## config.mk

```make
export PLATFORM = sky130hd
export DESIGN_NAME = lane_steer_packer
export DESIGN_NICKNAME = d
export VERILOG_FILES = /design/src/rtl/lsp_pkg.sv /design/src/rtl/lsp_lane_fifo.sv /design/src/rtl/lsp_tu_sequencer.sv /design/src/rtl/lsp_lane_framer.sv /design/src/rtl/lane_steer_packer.sv
export SDC_FILE = /design/constraint.sdc
export NUM_CORES = 1
export LEC_CHECK = 0
export BUFFER_PORTS_ARGS = -buffer_cell sky130_fd_sc_hd__buf_2
export CORE_ASPECT_RATIO = 0.6
export CORE_MARGIN = 3
export CORE_UTILIZATION = 55
export CTS_CLUSTER_SIZE = 40
export DETAILED_ROUTE_END_ITERATION = 10
export HOLD_SLACK_MARGIN = 0.05
export MAX_ROUTING_LAYER = met4
export PLACE_DENSITY_LB_ADDON = 0.12
export SYNTH_ARGS = -nofsm -noshare
export SYNTH_HDL_FRONTEND = slang
export SYNTH_SLANG_ARGS = --single-unit
```

## constraint.sdc

```tcl
create_clock -name clk -period 12.6 [get_ports clk]
set_input_delay 3.78 -clock clk [delete_from_list [all_inputs] [get_ports clk]]
set_output_delay 3.78 -clock clk [all_outputs]
set_load 0.005 [all_outputs]
```

## src/rtl/lsp_pkg.sv

```systemverilog
package lsp_pkg;
  localparam int SYM_W = 8;

  localparam logic [1:0] CODE_DATA = 2'd0;
  localparam logic [1:0] CODE_FS   = 2'd1;
  localparam logic [1:0] CODE_FE   = 2'd2;
  localparam logic [1:0] CODE_BS   = 2'd3;

  localparam logic [SYM_W-1:0] BYTE_FS = 8'hFE;
  localparam logic [SYM_W-1:0] BYTE_FE = 8'hF7;
  localparam logic [SYM_W-1:0] BYTE_BS = 8'hBC;

  // Number of lanes in use for a given mode; unused encodings fall back to four.
  function automatic int lane_total(input logic [1:0] mode);
    case (mode)
      2'd0:    return 1;
      2'd1:    return 2;
      default: return 4;
    endcase
  endfunction

  // Byte placed on the lane for a control code.
  function automatic logic [SYM_W-1:0] code_byte(input logic [1:0] code);
    case (code)
      CODE_FS: return BYTE_FS;
      CODE_FE: return BYTE_FE;
      CODE_BS: return BYTE_BS;
      default: return '0;
    endcase
  endfunction
endpackage

```

## src/rtl/lsp_lane_fifo.sv

```systemverilog
module lsp_lane_fifo #(
  parameter int W     = 8,
  parameter int DEPTH = 16
) (
  input  logic         clk,
  input  logic         rst_n,
  input  logic         push,
  input  logic [W-1:0] din,
  input  logic         pop,
  output logic [W-1:0] dout,
  output logic         empty
);
  localparam int AW = $clog2(DEPTH);

  logic [W-1:0] mem [DEPTH];
  logic [AW-1:0] wr_ptr, rd_ptr;
  logic [AW:0]   count;
  logic          full;

  assign empty = (count == '0);
  assign full  = (count == (AW+1)'(DEPTH));
  assign dout  = mem[rd_ptr];

  always_ff @(posedge clk) begin
    if (push) mem[wr_ptr] <= din;
  end

  always_ff @(posedge clk) begin
    if (!rst_n) begin
      wr_ptr <= '0;
      rd_ptr <= '0;
      count  <= '0;
    end else begin
      if (push) wr_ptr <= wr_ptr + AW'(1);
      if (pop)  rd_ptr <= rd_ptr + AW'(1);
      count <= count + (AW+1)'(push) - (AW+1)'(pop);
    end
  end


  fifo_no_overflow_chk: assert property (@(posedge clk) disable iff (!rst_n)
    full |-> (!push || pop));
endmodule

```

## src/rtl/lsp_tu_sequencer.sv

```systemverilog
module lsp_tu_sequencer #(
  parameter int TU_W = 7
) (
  input  logic            clk,
  input  logic            rst_n,
  input  logic [TU_W-1:0] tu_len,
  input  logic            eol_in,
  input  logic            all_empty,
  output logic [TU_W-1:0] pos,
  output logic            last,
  output logic            bs_now,
  output logic            eol_pend
);
  assign last   = (pos == tu_len - TU_W'(1));
  assign bs_now = eol_pend && all_empty;

  always_ff @(posedge clk) begin
    if (!rst_n) begin
      pos      <= '0;
      eol_pend <= 1'b0;
    end else begin
      pos      <= (bs_now || last) ? '0 : pos + TU_W'(1);
      eol_pend <= eol_in || (eol_pend && !bs_now);
    end
  end


  bs_restart_chk: assert property (@(posedge clk) disable iff (!rst_n)
    bs_now |=> (pos == '0));

  pos_wrap_chk: assert property (@(posedge clk) disable iff (!rst_n)
    (last && !bs_now) |=> (pos == '0));

  pos_step_chk: assert property (@(posedge clk) disable iff (!rst_n)
    (!last && !bs_now) |=> (pos == $past(pos) + TU_W'(1)));

  eol_hold_chk: assert property (@(posedge clk) disable iff (!rst_n)
    (eol_pend && !bs_now) |=> eol_pend);
endmodule

```

## src/rtl/lsp_lane_framer.sv

```systemverilog
module lsp_lane_framer
  import lsp_pkg::*;
#(
  parameter int TU_W = 7
) (
  input  logic             clk,
  input  logic             rst_n,
  input  logic             active,
  input  logic [TU_W-1:0]  pos,
  input  logic [TU_W-1:0]  tu_valid,
  input  logic             last,
  input  logic             bs_now,
  input  logic             eol_pend,
  input  logic             fifo_empty,
  input  logic [SYM_W-1:0] fifo_data,
  output logic             pop,
  output logic             uf_evt,
  output logic [SYM_W-1:0] sym_q,
  output logic [1:0]       code_q
);
  logic fill;
  logic in_data_win;

  assign in_data_win = !fill && (pos < tu_valid);
  assign pop    = active && !bs_now && in_data_win && !fifo_empty;
  assign uf_evt = active && !bs_now && in_data_win && fifo_empty && !eol_pend;

  always_ff @(posedge clk) begin
    if (!rst_n) begin
      fill   <= 1'b0;
      sym_q  <= '0;
      code_q <= CODE_DATA;
    end else if (!active) begin
      fill   <= 1'b0;
      sym_q  <= '0;
      code_q <= CODE_DATA;
    end else if (bs_now) begin
      fill   <= 1'b0;
      sym_q  <= code_byte(CODE_BS);
      code_q <= CODE_BS;
    end else if (pop) begin
      sym_q  <= fifo_data;
      code_q <= CODE_DATA;
    end else if (last) begin
      fill   <= 1'b0;
      sym_q  <= code_byte(CODE_FE);
      code_q <= CODE_FE;
    end else if (!fill) begin
      fill   <= 1'b1;
      sym_q  <= code_byte(CODE_FS);
      code_q <= CODE_FS;
    end else begin
      sym_q  <= '0;
      code_q <= CODE_DATA;
    end
  end


  idle_lane_chk: assert property (@(posedge clk) disable iff (!rst_n)
    !active |=> (sym_q == '0 && code_q == CODE_DATA));

  pop_nonempty_chk: assert property (@(posedge clk) disable iff (!rst_n)
    pop |-> !fifo_empty);

  fs_opens_fill_chk: assert property (@(posedge clk) disable iff (!rst_n)
    $rose(fill) |-> (code_q == CODE_FS));

  uf_to_fill_chk: assert property (@(posedge clk) disable iff (!rst_n)
    uf_evt |=> (code_q == CODE_FS || code_q == CODE_FE));
endmodule

```

## src/rtl/lane_steer_packer.sv

```systemverilog
module lane_steer_packer
  import lsp_pkg::*;
#(
  parameter int NLANES     = 4,
  parameter int FIFO_DEPTH = 16,
  parameter int TU_W       = 7
) (
  input  logic                    clk,
  input  logic                    rst_n,
  input  logic                    pix_valid,
  input  logic [SYM_W-1:0]        pix_data,
  input  logic                    pix_eol,
  input  logic [1:0]              lane_mode,
  input  logic [TU_W-1:0]         tu_len,
  input  logic [TU_W-1:0]         tu_valid_cnt,
  output logic [NLANES*SYM_W-1:0] lane_sym,
  output logic [NLANES-1:0]       lane_ctl,
  output logic [NLANES*2-1:0]     lane_code,
  output logic                    underflow
);
  localparam int LIDX_W = $clog2(NLANES);

  logic [NLANES-1:0] act, push, pop, f_empty, uf_evt, bs_lane;
  logic [SYM_W-1:0]  f_dout [NLANES];
  logic [SYM_W-1:0]  sym_arr [NLANES];
  logic [1:0]        code_arr [NLANES];

  logic [LIDX_W-1:0] pix_idx, lane_mask, tgt;
  logic [TU_W-1:0]   pos;
  logic              last, bs_now, eol_pend, all_empty;

  // Round-robin steering by pixel index within the line.
  assign lane_mask = LIDX_W'(lane_total(lane_mode) - 1);
  assign tgt       = pix_idx & lane_mask;

  always_ff @(posedge clk) begin
    if (!rst_n) pix_idx <= '0;
    else if (pix_valid) pix_idx <= pix_eol ? '0 : (pix_idx + LIDX_W'(1)) & lane_mask;
  end

  assign all_empty = &(f_empty | ~act);

  lsp_tu_sequencer #(.TU_W(TU_W)) i_seq (
    .clk(clk), .rst_n(rst_n), .tu_len(tu_len),
    .eol_in(pix_valid && pix_eol), .all_empty(all_empty),
    .pos(pos), .last(last), .bs_now(bs_now), .eol_pend(eol_pend)
  );

  for (genvar l = 0; l < NLANES; l++) begin : g_lane
    assign act[l]  = (l < lane_total(lane_mode));
    assign push[l] = pix_valid && (tgt == LIDX_W'(l));

    lsp_lane_fifo #(.W(SYM_W), .DEPTH(FIFO_DEPTH)) i_fifo (
      .clk(clk), .rst_n(rst_n), .push(push[l]), .din(pix_data),
      .pop(pop[l]), .dout(f_dout[l]), .empty(f_empty[l])
    );

    lsp_lane_framer #(.TU_W(TU_W)) i_framer (
      .clk(clk), .rst_n(rst_n), .active(act[l]), .pos(pos),
      .tu_valid(tu_valid_cnt), .last(last), .bs_now(bs_now),
      .eol_pend(eol_pend), .fifo_empty(f_empty[l]), .fifo_data(f_dout[l]),
      .pop(pop[l]), .uf_evt(uf_evt[l]), .sym_q(sym_arr[l]), .code_q(code_arr[l])
    );

    assign lane_sym[l*SYM_W +: SYM_W] = sym_arr[l];
    assign lane_code[l*2 +: 2]        = code_arr[l];
    assign lane_ctl[l]                = (code_arr[l] != CODE_DATA);
    assign bs_lane[l]                 = (code_arr[l] == CODE_BS);
  end

  always_ff @(posedge clk) begin
    if (!rst_n) underflow <= 1'b0;
    else        underflow <= |uf_evt;
  end


  bs_all_lanes_chk: assert property (@(posedge clk) disable iff (!rst_n)
    bs_lane[0] |-> ((bs_lane & act) == act));

  steer_target_chk: assert property (@(posedge clk) disable iff (!rst_n)
    $onehot0(push) && ((push & ~act) == '0));
endmodule

```

; After elaboration in Yosys (flattened, before gate mapping)
; Memories as Yosys holds them, arrays and structs flattened. A register that Yosys moved wholly into a read port is not among the register bits.
; Cells that the tools add are included.
[word_totals]
regBits = 107
latchBits = 0
mem_bits_rw = 512
rom_bits = 0
input_bits = 28
out_inout_bits = 45
wordCells = 190
memories = 4
[memory_table]
columns = name, words, width, rd, rd_clocked_by_memory_dff, write_ports, line
row1 = g_lane[0].i_fifo.mem, 16, 8, 1, 1, 1, lsp_lane_fifo.sv:15  ; logic [W-1:0] mem [DEPTH];
row2 = g_lane[1].i_fifo.mem, 16, 8, 1, 1, 1, lsp_lane_fifo.sv:15
row3 = g_lane[2].i_fifo.mem, 16, 8, 1, 1, 1, lsp_lane_fifo.sv:15
row4 = g_lane[3].i_fifo.mem, 16, 8, 1, 1, 1, lsp_lane_fifo.sv:15
[classes]
addsub = 20
n_mul = 0
div_mod_pow = 0
n_lt_le_gt_ge = 5
eq_ne = 5
shift = 0
muxes = 51
n_bitwise = 9
reduce_logical = 64
[op_table]
columns = operator, n
row1 = $mux W8, 16
row2 = $add A4 B1 Y4 const B, 8
row3 = $mux W4, 8
row4 = $logic_and A1 B1 Y1, 31
row5 = $mux W2, 13
row6 = $add A5 B1 Y5, 4
row7 = $logic_not A5 Y1, 4
row8 = $sub A5 B1 Y5, 4
row9 = $mux W1, 13
row10 = $reduce_or A3 Y1, 4
row11 = $logic_not A1 Y1, 10
row12 = $reduce_and A2 Y1, 4
row13 = $reduce_bool A2 Y1, 4
row14 = $add A7 B1 Y7 const B, 1
row15 = $eq A7 B7 Y1, 1
row16 = $lt A7 B7 Y1, 1
row17 = $sub A7 B1 Y7 const B, 1
row18 = $lt A1 B3 Y1 const A, 2
row19 = $lt A2 B3 Y1 const A, 2
row20 = $pmux W3 S2, 1
row21 = $not A1 Y1, 5
row22 = $and A2 B2 Y2, 2
row23 = $eq A2 B1 Y1 const B, 2
row24 = $eq A2 B2 Y1 const B, 2
row25 = 9 further kinds, 11

; Longest topological paths before layout
[logic_depth]
depth_word = 13
mapped_depth = 17
depth_no_buf = 17

; Hierarchy
; A second synthesis with hierarchy kept.
[hier_totals]
hier_cells = 1505
hier_area_um2 = 26160.1
[modules_own_cells]
columns = module, n_inst, cells_per_inst, area_each_um2, seq_area_each_um2
row1 = lsp_lane_fifo, 4, 294, 5789.3, 4184.0
row2 = lsp_lane_framer, 4, 57, 548.0, 220.2
row3 = lsp_tu_sequencer, 1, 65, 554.3, 160.2
row4 = lane_steer_packer, 1, 36, 256.5, 60.1

; Worst setup path before layout
; OpenSTA, ideal clock, no wires.
[synth_path]
path_kind = input to register
startpoint = input port lane_mode[1]
endpoint = register g_lane[2].i_fifo.count[4]
setup_ns = 0.116
arrival_ns = 6.941
required_ns = 12.484
slack_ns = 5.544
stages = 15
n_path_buf = 1
cell_sequence = nor2_1 > inv_1 > ha_1 > nor3_1 > nand2_1 > clkbuf_1 > inv_1 > ha_1 > inv_1 > ha_1 > fa_1 > a21oi_1 > nor2_1 > or3_1 > and3_1
[synth_between]
elab_chain_cells = 12
word_cells_on_any_way = 21
classes_between = add/sub (3) / order compare (4) / eq/ne (2) / mux (1) / bitwise (3) / reduce/logical (8)
[synth_rtl]
columns = item, line
row1 = from (decl), lane_steer_packer.sv:13  ; input logic [1:0] lane_mode,
row2 = $eq A2 B1 Y1 or $logic_not A2 Y1 (tied branches), lsp_pkg.sv:15  ; case (mode)
row3 = $pmux W3 S2 *, lsp_pkg.sv:15
row4 = "parallel branches: the longest is 9 deep, another holds $add A5 B1 Y5", --
row5 = $sub A5 B1 Y5 *, lsp_lane_fifo.sv:36  ; count <= count + (AW+1)'(push) - (AW+1)'(pop);
row6 = to (signal assigned), lsp_lane_fifo.sv:36
row7 = to (decl), lsp_lane_fifo.sv:17  ; logic [AW:0] count;
; Mark *: on every way between the ends.
; A chain may end at the register's enable or synchronous reset.

; Worst setup path in the final report
; Same ends and word-level chain as after synthesis.

==> summary.md <==
| Metric | Value |
|---|---|
| Status | `complete, no violations` |
| Origin of the critical flop-to-flop path | `i_seq.pos[2]$_SDFF_PP0_` |
| Core Area | `45100 sq um` |
| Leak | `approximately 9.4 nW` |
| TritonCTS Buffers | `55` |
| Clock-pin slew on the worst setup and hold paths | `~0.07 ns` |
| Hold Fails Final Rpt | `0` |
| Via density | `5.83` |
| Register area share after synthesis | `0.705` |
| Largest net degree at the start of global routing | `78` |
| Final max-slew violation count | `0` |
| Most used DFF post-synth | `edfxtp_1` |
| Area Overhead vs Synth | `11.7%` |
| Setup violations, final | `0` |
| Crit-path cells | `buf_2 > nor2_1 > inv_1 > ha_1 > nor3_1 > nand2_1 > inv_1 > ha_1 > inv_1 > ha_1 > fa_1 > a21oi_1 > nor2_1 > or3_1 > and3_1` |
| Initial DRC count | `1188` |
| CTS Sinks | `between 600 and 700` |
| Nets | `1644` |
| Reg2Reg Setup Slack | `8.25 ns` |
| Worst skew pair latency | `0.59 ns` |
| Setup CP Type | `in -> reg` |
| Initial Util | `0.561` |
| Most frequent cells in the layout | `edfxtp_1, mux4_2, dfxtp_1` |
| Largest family of logic cells by synthesized area | `multiplexers` |
| CTS tree | `built` |
| Hold buffers post-CTS | `0` |
| Flops & latches, synth | `635` |
| Synth Area in Adders | `0.0289` |
| YS warnings | `0` |
| Hold Crit Start | `g_lane[3].i_fifo.rd_ptr[1]$_SDFFE_PN0P_` |
| Compound-Gate Fraction of Synth Area | `0.0265` |
| Fmax | `137 MHz` |
| H-tree depth | `2` |
| Post_cts resized | `0` |
| Max clock buf depth | `3` |
| Simple-Gate Fraction of Synth Area | `0.0687` |
| Die Height | `172 microns` |
| Max incr delay on CP | `0.55 ns` |
| Mux contribution to synthesized area | `0.135` |
| Initial antenna violation count | `0` |
| Number of global-route vias before repair | `roughly 13k` |
| Share of cells above drive strength 1 | `0.221` |
| Worst path top cell family by delay | `simple AND/OR/NAND/NOR gates` |
| RSZ-0062 raised after global routing | `no` |
| Xor/xnor share of the synthesized area | `0.0171` |
| Crit. End Element | `flip-flop` |
| Mapped Nets | `roughly 1.5k` |
| I/O Pins | `73` |
| Actual slew at the worst max-slew pin | `1.26 ns` |
| Detailed Routing Iterations Pass 1 | `5` |
| Final TNS setup | `0 ns` |
| DR vias | `between 10k and 15k` |
| Worst Skew | `0.0228 ns` |
| Worst slew margin | `0.159` |
| IO Port Bufs | `between 70 and 80` |
| Post-CTS Setup Bufs | `0` |
| CP required | `13.08 ns` |
| Total grt overflow | `0` |
| Worst Path Buf+Inv | `4` |
| Number of synthesized flops with an enable pin | `512` |
| Routed wire length per instance | `23.8 microns` |
| Crit. Startpoint | `lane_mode[1]` |
| Worst Hold Class | `reg -> reg` |
| HPWL after DPL | `~33000 microns` |
| Distinct cells, synth | `54` |
| Synth Cell Area | `25300 sq um` |
| Pwr Density | `185 nW/um^2` |
| CP Max Fanout | `12` |
| N_diodes | `0` |
| DIE AREA | `48700 sq um` |
| Total GRT Usage | `0.228` |
| CTS root buffer | `clkbuf_16` |
| First-pass GRT wire length | `80700 microns` |
| Fin crit share | `0.579` |
| Max VDD drop | `0.000131 V` |
| CP startpoint kind | `primary input` |
| Final wirelength | `53000 microns` |
| Critical-path top delay cell | `nor3_1` |
| GP Congestion | `0.862` |
| Mapped Cells | `around 1.5k` |
| Post-synth ARST share | `0` |
| Die X | `~280 microns` |
| Post-DRT Antenna Nets | `0` |
| Fin Hold WS | `0.520 ns` |
| Post-Syn Area per Cell | `17.3 sq um` |
| Arrival @ worst endpoint | `7.78 ns` |
| Maxcap violations | `0` |
| DR DRC count | `0` |
| Most common cell after layout, fill and taps aside | `edfxtp_1` |
| Placement Rows | `60` |
| Fin crit period | `~7.3 ns` |
-- routing by layer --
metal,part of all wire,GRT usage,routed length (microns),vias to the layer above
met3,0.073,0.0410,3860,58
li1,-,-,-,5834
met1,0.48,0.352,25300,6665
met5,0,-,0,-
met4,0.013,0.0390,674,0
met2,0.44,0.325,23200,406
-- worst paths after layout --
path	to	cells past startpoint
worst min-delay path	flip-flop	2
worst max register to register	g_lane[1].i_fifo.count[4]$_SDFF_PN0_	14
worst max-delay path	g_lane[2].i_fifo.count[4]$_SDFF_PN0_	15
worst min register to register	flip-flop	2
-- area by class of cell --
class | count | area [sq um]
clock inverter | 34 | 322
sequential | 635 | 17800
fill | 3171 | 16800
timing repair buffer | 104 | 601
multi-input combinational | 714 | 7030
inverter | 50 | 188
tap | 620 | 776
clock buffer | 68 | 1520
-- kinds of logic (layout without fill, tap and decap cells) --
family | Yosys count | count (layout)
compound gates | 107 | 107
xor+xnor | 48 | 48
fa+ha+maj | 56 | 56
buf+inv | 116 | 256
flops | 635 | 635
mux | 166 | 166
simple gates | 337 | 337
-- synthesized netlist by cell type (all sizes together), types with 2 or more instances --
cell type  count  area [sq um]
a211oi        17           128
a21boi         6          45.0
a21o           5          37.5
a21oi         40           200
a31oi         10          62.6
and2          47           299
and3          13          81.3
and4           2          17.5
buf           35           175
clkbuf        31           116
dfxtp        123          2460
edfxtp       512         15400
fa             4          80.1
ha            52           651
inv           49           184
mux2i         25           250
mux4         141          3180
nand2         45           169
nand2b        18           113
nand3         22           110
nand3b         4          30.0
nand4          6          37.5
nor2          90           338
nor2b         31           194
nor3          41           215
nor4           2          12.5
nor4b          3          26.3
o211ai         3          22.5
o21a           2          15.0
o21ai         14          70.1
or2            5          31.3
or3            4          25.0
or4b           2          20.0
xnor2         31           272
xor2          16           140
-- worst reg2reg max path, cell delays in order (launching register included) --
cell,delay [ns]
dfxtp_1,0.51
ha_1,0.32
a21oi_1,0.15
o21ai_0,0.13
a21oi_2,0.80
nand2_1,0.49
inv_1,0.24
ha_1,0.15
inv_1,0.04
ha_1,0.21
fa_1,0.47
a21oi_1,0.18
nor2_1,0.06
or3_1,0.34
and3_1,0.18
-- report_power, final --
part           switching, mW  total (mW)  internal [mW]
sequential            0.0679        2.43           2.36
clock                  0.744        1.72          0.978
combinational          0.560        1.07          0.506
total                   1.37        5.22           3.85
-- metrics by stage --
step | std cells | total power [mW] | setup WS [ns] | util | instance area [sq um]
after detailed placement | 2123 | 3.55 | 4.77 | 0.586 | 26400
final | 2225 | 5.22 | 5.31 | 0.627 | 28300
after global placement | 2123 | 3.53 | 4.95 | 0.586 | 26400
after floorplan | 1465 | 3.24 | 5.54 | - | 25300
after global routing | 2225 | 5.46 | 5.07 | 0.627 | 28300
after CTS | 2225 | 5.26 | 5.39 | 0.627 | 28300
-- state kept, by name (all words and copies together), names as in the netlist, named ones only --
signal and cells:
g_lane.i_framer.code_q 8, g_lane.i_fifo.wr_ptr 16, g_lane.i_fifo.mem 512, g_lane.i_fifo.count 20, underflow 1, g_lane.i_framer.fill 4
i_seq.pos 7, g_lane.i_fifo.rd_ptr 16, g_lane.i_framer.sym_q 32, pix_idx 2, i_seq.eol_pend 1
Note: power is estimated with default switching activity, not from simulation.
